$ cat config.mk
export PLATFORM = sky130hd
export DESIGN_NAME = tmode_ctrl
export DESIGN_NICKNAME = d
export VERILOG_FILES = /design/src/rtl/tmode_pkg.sv /design/src/rtl/tmode_sync.sv /design/src/rtl/tmode_regs.sv /design/src/rtl/tmode_fsm.sv /design/src/rtl/tmode_ctrl.sv
export SDC_FILE = /design/constraint.sdc
export NUM_CORES = 1
export LEC_CHECK = 0
export ABC_AREA = 1
export BUFFER_PORTS_ARGS = -buffer_cell sky130_fd_sc_hd__clkbuf_2
export CORE_AREA = 2 2 39 41
export DETAILED_ROUTE_END_ITERATION = 7
export DIE_AREA = 0 0 41 43
export PLACE_DENSITY = 0.43
export SLEW_MARGIN = 25
export SYNTH_ARGS = -nofsm -noshare
export SYNTH_HDL_FRONTEND = slang
export SYNTH_SLANG_ARGS = --single-unit
$ cat constraint.sdc
create_clock -name clk_i -period 0.9 [get_ports clk_i]
set_input_delay 0.09 -clock clk_i [delete_from_list [all_inputs] [get_ports clk_i]]
set_output_delay 0.09 -clock clk_i [all_outputs]
set_load 0.01 [all_outputs]
$ cat src/rtl/tmode_pkg.sv
package tmode_pkg;

    typedef enum logic [1:0] {
        MODE_NORMAL = 2'b00,
        MODE_HIZ    = 2'b01,
        MODE_REFDIV = 2'b10
    } mode_e;

    typedef enum logic [1:0] {
        ST_SAMPLE,
        ST_NORMAL,
        ST_HW_TEST,
        ST_SW_TEST
    } state_e;

    // register bit addresses
    localparam int unsigned REG_ENTRY = 0;
    localparam int unsigned REG_SEL   = 1;

endpackage

$ cat src/rtl/tmode_sync.sv
module tmode_sync #(
    parameter int unsigned STAGES = 2
) (
    input  logic clk_i,
    input  logic por_ni,
    input  logic d_i,
    output logic q_o
);
    localparam int unsigned LAST = STAGES - 1;

    logic [STAGES-1:0] chain_q;

    generate
        for (genvar s = 0; s < STAGES; s++) begin : g_stage
            if (s == 0) begin : g_first
                always_ff @(posedge clk_i or negedge por_ni) begin
                    if (!por_ni) chain_q[s] <= 1'b0;
                    else         chain_q[s] <= d_i;
                end
            end else begin : g_next
                always_ff @(posedge clk_i or negedge por_ni) begin
                    if (!por_ni) chain_q[s] <= 1'b0;
                    else         chain_q[s] <= chain_q[s-1];
                end
            end
        end
    endgenerate

    assign q_o = chain_q[LAST];

endmodule

$ cat src/rtl/tmode_regs.sv
module tmode_regs
    import tmode_pkg::*;
#(
    parameter int unsigned ADDR_W = 1
) (
    input  logic              clk_i,
    input  logic              por_ni,
    input  logic              wr_en_i,
    input  logic [ADDR_W-1:0] wr_addr_i,
    input  logic              wr_data_i,
    input  logic [ADDR_W-1:0] rd_addr_i,
    output logic              rd_data_o,
    output logic              entry_o,
    output logic              sel_o
);
    localparam int unsigned NREGS = 1 << ADDR_W;

    logic [NREGS-1:0] bits_q;

    generate
        for (genvar i = 0; i < NREGS; i++) begin : g_bit
            always_ff @(posedge clk_i or negedge por_ni) begin
                if (!por_ni)
                    bits_q[i] <= 1'b0;
                else if (wr_en_i && (wr_addr_i == ADDR_W'(i)))
                    bits_q[i] <= wr_data_i;
            end
        end
    endgenerate

    assign rd_data_o = bits_q[rd_addr_i];
    assign entry_o   = bits_q[REG_ENTRY];
    assign sel_o     = bits_q[REG_SEL];

endmodule

$ cat src/rtl/tmode_fsm.sv
module tmode_fsm
    import tmode_pkg::*;
(
    input  logic  clk_i,
    input  logic  por_ni,
    input  logic  strap_i,
    input  logic  entry_i,
    input  logic  sel_i,
    input  logic  pin_i,
    output mode_e mode_o,
    output logic  hw_active_o,
    output logic  sw_active_o,
    output logic  sampled_o
);
    state_e state_q, state_d;

    // state register
    always_ff @(posedge clk_i or negedge por_ni) begin
        if (!por_ni) state_q <= ST_SAMPLE;
        else         state_q <= state_d;
    end

    // transitions: only reset leaves the test states
    always_comb begin
        state_d = state_q;
        unique case (state_q)
            ST_SAMPLE:  state_d = strap_i ? ST_HW_TEST : ST_NORMAL;
            ST_NORMAL:  if (entry_i) state_d = ST_SW_TEST;
            ST_HW_TEST: state_d = ST_HW_TEST;
            ST_SW_TEST: state_d = ST_SW_TEST;
        endcase
    end

    // outputs
    always_comb begin
        mode_o      = MODE_NORMAL;
        hw_active_o = 1'b0;
        sw_active_o = 1'b0;
        sampled_o   = 1'b1;
        unique case (state_q)
            ST_SAMPLE:  sampled_o = 1'b0;
            ST_NORMAL:  mode_o = MODE_NORMAL;
            ST_HW_TEST: begin
                hw_active_o = 1'b1;
                mode_o      = pin_i ? MODE_REFDIV : MODE_HIZ;
            end
            ST_SW_TEST: begin
                sw_active_o = 1'b1;
                mode_o      = sel_i ? MODE_REFDIV : MODE_HIZ;
            end
        endcase
    end

endmodule

$ cat src/rtl/tmode_ctrl.sv
module tmode_ctrl
    import tmode_pkg::*;
#(
    parameter int unsigned SYNC_STAGES = 2,
    parameter int unsigned ADDR_W      = 1
) (
    input  logic              clk_i,
    input  logic              por_ni,
    input  logic              strap_i,
    input  logic              tpin_i,
    input  logic              wr_en_i,
    input  logic [ADDR_W-1:0] wr_addr_i,
    input  logic              wr_data_i,
    input  logic [ADDR_W-1:0] rd_addr_i,
    output logic              rd_data_o,
    output logic [1:0]        mode_o
);
    logic  pin_sync;
    logic  entry_bit;
    logic  sel_bit;
    logic  hw_active;
    logic  sw_active;
    logic  sampled;
    mode_e mode_w;

    tmode_sync #(.STAGES(SYNC_STAGES)) u_sync (
        .clk_i  (clk_i),
        .por_ni (por_ni),
        .d_i    (tpin_i),
        .q_o    (pin_sync)
    );

    tmode_regs #(.ADDR_W(ADDR_W)) u_regs (
        .clk_i     (clk_i),
        .por_ni    (por_ni),
        .wr_en_i   (wr_en_i),
        .wr_addr_i (wr_addr_i),
        .wr_data_i (wr_data_i),
        .rd_addr_i (rd_addr_i),
        .rd_data_o (rd_data_o),
        .entry_o   (entry_bit),
        .sel_o     (sel_bit)
    );

    tmode_fsm u_fsm (
        .clk_i       (clk_i),
        .por_ni      (por_ni),
        .strap_i     (strap_i),
        .entry_i     (entry_bit),
        .sel_i       (sel_bit),
        .pin_i       (pin_sync),
        .mode_o      (mode_w),
        .hw_active_o (hw_active),
        .sw_active_o (sw_active),
        .sampled_o   (sampled)
    );

    assign mode_o = mode_w;

endmodule

== Word level (Yosys, flattened, before mapping) ==
Cells that the tools add are included.
Word-level totals
  register bits after elaboration: 6
  output and inout bits: 3
  word-level logic and storage cells: 22
Operators by class
  order comparisons: 1
  equal/unequal tests: 4
  multiplexer cells: 8
  bitwise operators: 1
  reductions and logical operators: 3
Operators by type and width (number)
  2-bit two-way mux: 4
  2-bit case mux with 4 select lines: 1
  2-bit equality test, second input constant: 2
  2-bit case mux with 2 select lines: 1
  2-bit by 1-bit equality test with 1-bit output, second input constant: 1
  1-bit logical AND: 2
  2-bit zero test: 1
  1-bit by 2-bit less-than comparator with 1-bit output, second input constant: 1
  1-bit two-way mux: 2
  2-bit inequality test, second input constant: 1
  1-bit NOT: 1

== Logic depth before layout (Yosys ltp) ==
  depth after elaboration: 2
  mapped depth: 4
  mapped depth without buffers: 4

== Hierarchy ==
Synthesis repeated with hierarchy kept, for this count alone.
Unflattened totals
  cells, all modules: 36
  area total of the unflattened synthesis: 284.0 um^2
Modules (own cells, without submodules)
  tmode_fsm: instances 1, cells each 20, area each 135.1 um^2, seq. area each 50.0 um^2
  tmode_regs: instances 1, cells each 14, area each 98.8 um^2, seq. area each 50.0 um^2
  tmode_sync: instances 1, cells each 2, area each 50.0 um^2, seq. area each 50.0 um^2

== Least setup slack after synthesis ==
No wires, ideal clock.
  kind: reg-to-output
  start point: register u_fsm.state_q[0]
  end point: output mode_o[1]
  arrival time: 613 ps
  setup slack: 197 ps
  stages on the path, launching flop included: 4
  buffers on the path: 0
  cell sequence: dfrtp_1 inv_2 nand3_1 nand2_1
Between the ends
  longest elaborated chain between the ends: 2
  elaborated cells on any way between the ends: 3
  classes of those cells: eq/ne (2); mux (1)
RTL lines
  start: declaration: line tmode_fsm.sv:15  | state_e state_q, state_d;
  start signal: assignment: line tmode_fsm.sv:20  | else state_q <= state_d;
  2-bit equality test: line tmode_fsm.sv:40  | unique case (state_q)
  2-bit case mux with 2 select lines *: line tmode_fsm.sv:40
  end: declaration: line tmode_ctrl.sv:16  | output logic [1:0] mode_o
Mark *: on every way between the ends. The rest lies on a longest branch, timed or not.

== Worst setup path after layout ==
Same ends and word-level chain as after synthesis.

==> impl_metrics.env <==
export IMPL_gp_congestion=0.5608
export IMPL_synth_cell_types=9
export IMPL_htreeDepth=1
export IMPL_die_w_um=41
export IMPL_min_to="u_fsm.state_q[0]$_DFFE_PN0P_"
export IMPL_clock_sinks=6
export IMPL_clk_latency_ps=240
export IMPL_drt_wl_total_um=484
export IMPL_seqCellArea_um2=150.1
export IMPL_ys_warn_count=0
export IMPL_finalHoldViolations=0
export IMPL_regToRegEndpoint="u_fsm.state_q[1]$_DFFE_PN0P_"
export IMPL_dp_cells=56
export IMPL_dieHeight_um=43
export IMPL_overflow=0
export IMPL_synth_area_top_cells="dfrtp_1, nand2_1, nand3_1"
export IMPL_drt_wirelength_per_cell_um=7.683
export IMPL_vias=242
export IMPL_start_kind="register"
export IMPL_detail_route_antenna_nets=0
export IMPL_crit_type="reg2out"
export IMPL_syn_inst=30
export IMPL_synthTopCellsByCount="nand2_1, dfrtp_1, nand3_1"
export IMPL_outcome="finished, violations left"
export IMPL_finalSetupViolCount=3
export IMPL_syn_to_final_growth_pct=54.68
export IMPL_avgViaCountPerCell=3.841
export IMPL_numCtsBuffers=3
export IMPL_rr_worst_depth=4
export IMPL_synth_most_common_cell="nand2_1"
export IMPL_r2r_start="u_fsm.state_q[0]$_DFFE_PN0P_"
export IMPL_synth_top_area_cell="dfrtp_1"
export IMPL_hold_depth=2
export IMPL_ys_ff_latch=6
export IMPL_p_per_area_mw_per_mm2=1632
export IMPL_async_flop_share_pct=100.0
export IMPL_ir_drop_mv=0.4113
export IMPL_synth_nets=38
export IMPL_maxSlewViolCount=0
export IMPL_cts_root_buffer="clkbuf_4"
export IMPL_utilization_pct=28.39
export IMPL_antenna_cells=0
export IMPL_maxSlewHeadroom_pct=88.14
export IMPL_syn_avg_cell_area_um2=8.466
export IMPL_clockBufferDepth=2
export IMPL_critPathRequiredTime_ps=810
export IMPL_violations="negative setup slack"
export IMPL_cp_max_fo=4
export IMPL_yosysSeqAreaShare_pct=59.11
export IMPL_synth_area_um2=254.0
export IMPL_setup_slack_ps=-159.1
export IMPL_dieArea_mm2=0.001763
export IMPL_tightest_slew_ps=177.9
export IMPL_drive_gt1_share_pct=36.17
export IMPL_maxCapViolCount=0
export IMPL_fmax_ghz=0.9442
export IMPL_drtPass1Iterations=4
export IMPL_io_pins=11
export IMPL_io_buffers=10
export IMPL_start_util_pct=18.35
export IMPL_core_area_mm2=0.001384
export IMPL_n_fill_cell=161
export IMPL_track_usage_pct=7.583
export IMPL_rrSetupSlack_ps=70
export IMPL_tns_ps=-407.3
export IMPL_post_route_min_period_ps=1059
export IMPL_multi_input_area_um2=93.84
export IMPL_final_nets=57
export IMPL_leakagePower_nw=0.2089
export IMPL_grt_pass1_wl_um=752
export IMPL_fp_row_count=14
export IMPL_skew_ps=1.616
export IMPL_final_cell_count_no_fill=63
export IMPL_synth_top_area_share_pct=59.11
export IMPL_grt_max_degree=7
export IMPL_critPathCaptureType="output pin"
export IMPL_synth_edf_count=0
export IMPL_grt_pass1_vias=189
export IMPL_arrival_ps=970
export IMPL_drc_errors=0
export IMPL_hp_start="strap_i"
export IMPL_rsz0062_at_grt="true"
export IMPL_path_clk_slew_ps=40
export IMPL_holdCritPathClass="in2reg"
export IMPL_drtIter0Drc=3
export IMPL_post_route_period_util_pct=117.7
export IMPL_ys_flop_type="dfrtp_1"
export IMPL_cts_tree="yes"
export IMPL_antenna_found_initial=0
==> kinds of logic (layout without fill, tap and decap cells) <==
family                 count (synthesis)  after routing  share of synthesized area [%]
DFF                                    6              6                          59.11
AOI/OAI and AO/OA                      2              2                          3.937
buffers and inverters                  4             21                          5.910
and+or+nand+nor                       18             18                          31.04
==> cells in the final DEF (no fill, tap or decap) <==
cell and instances:
nand2_1 10, clkbuf_2 7, dfrtp_1 6, nand3_1 5, inv_1 3, clkbuf_4 3
dlygate4sd3_1 2, buf_2 2, buf_4 2, inv_2 1, nand3_2 1, nor2_1 1
a21oi_1 1, nand3b_1 1, o21ai_0 1, buf_6 1
==> timing repair <==
item | in CTS | in global routing
hold buffers | 2 | 0
buffers inserted | 2 | 0
setup endpoints to repair | 3 | 3
gates resized for setup | 0 | 5
pin swaps | 0 | 1
endpoints found under the hold margin | 7 | 0
==> worst max path at each step <==
stage | from | endpoint | slack (ps)
global route | u_fsm.state_q[0]$_DFFE_PN0P_ | mode_o[0] | -230
CTS | u_fsm.state_q[0]$_DFFE_PN0P_ | mode_o[1] | -170
global placement | u_fsm.state_q[0]$_DFFE_PN0P_ | mode_o[0] | 70
floorplan | u_fsm.state_q[0]$_DFFE_PN0P_ | mode_o[1] | 200
detailed placement | u_fsm.state_q[0]$_DFFE_PN0P_ | mode_o[1] | 80
finish | u_fsm.state_q[0]$_DFFE_PN0P_ | mode_o[1] | -160
==> worst max-delay path, cell delays in order (launching register included) <==
cell and delay [ps]:
dfrtp_1 410, inv_2 90, nand3_1 60, nand2_1 80
buf_6 100
==> routing by layer <==
layer  wire (um)  up-vias  GRT usage (%)  share of wire, %
met4          19        0          12.00               3.9
li1            -      131              -                 -
met5           0        -              0                 0
met1         238       99          8.882                49
met2         194       10          7.500                40
met3          30        2          3.141               6.2
==> sequential cells by signal, indices dropped and copies added (netlist names) <==
signal          flops
u_sync.chain_q      1
u_fsm.state_q       2
u_sync.q_o          1
u_regs.sel_o        1
u_regs.entry_o      1
==> where the power goes <==
part           switching, mW  leakage [nW]  total, mW  internal [mW]
logic                 0.0496         0.130      0.107         0.0571
clock network         0.0865        0.0138      0.237          0.150
registers             0.0109        0.0655      0.298          0.287
==> through the flow <==
stage | hold slack, ps | power (mW) | worst slack, ps | area (um2)
after CTS | 49.11 | 0.6487 | -171.3 | 381.6
after floorplan | -205.6 | 0.3418 | 197.0 | 254.0
after global routing | 82.16 | 0.6917 | -227.3 | 392.9
after detailed placement | -79.47 | 0.3885 | 80.81 | 324.1
final | 55.67 | 0.6410 | -159.1 | 392.9
after global placement | -79.05 | 0.3874 | 73.39 | 324.1
==> layout make-up <==
type / count / share of cell area, %
clock buffer: 3 / 5.732
tap: 16 / 5.096
timing repair buffer: 14 / 23.25
inverter: 4 / 3.822
multi-input combinational: 20 / 23.89
sequential: 6 / 38.22
(Power assumes the default switching activity.)
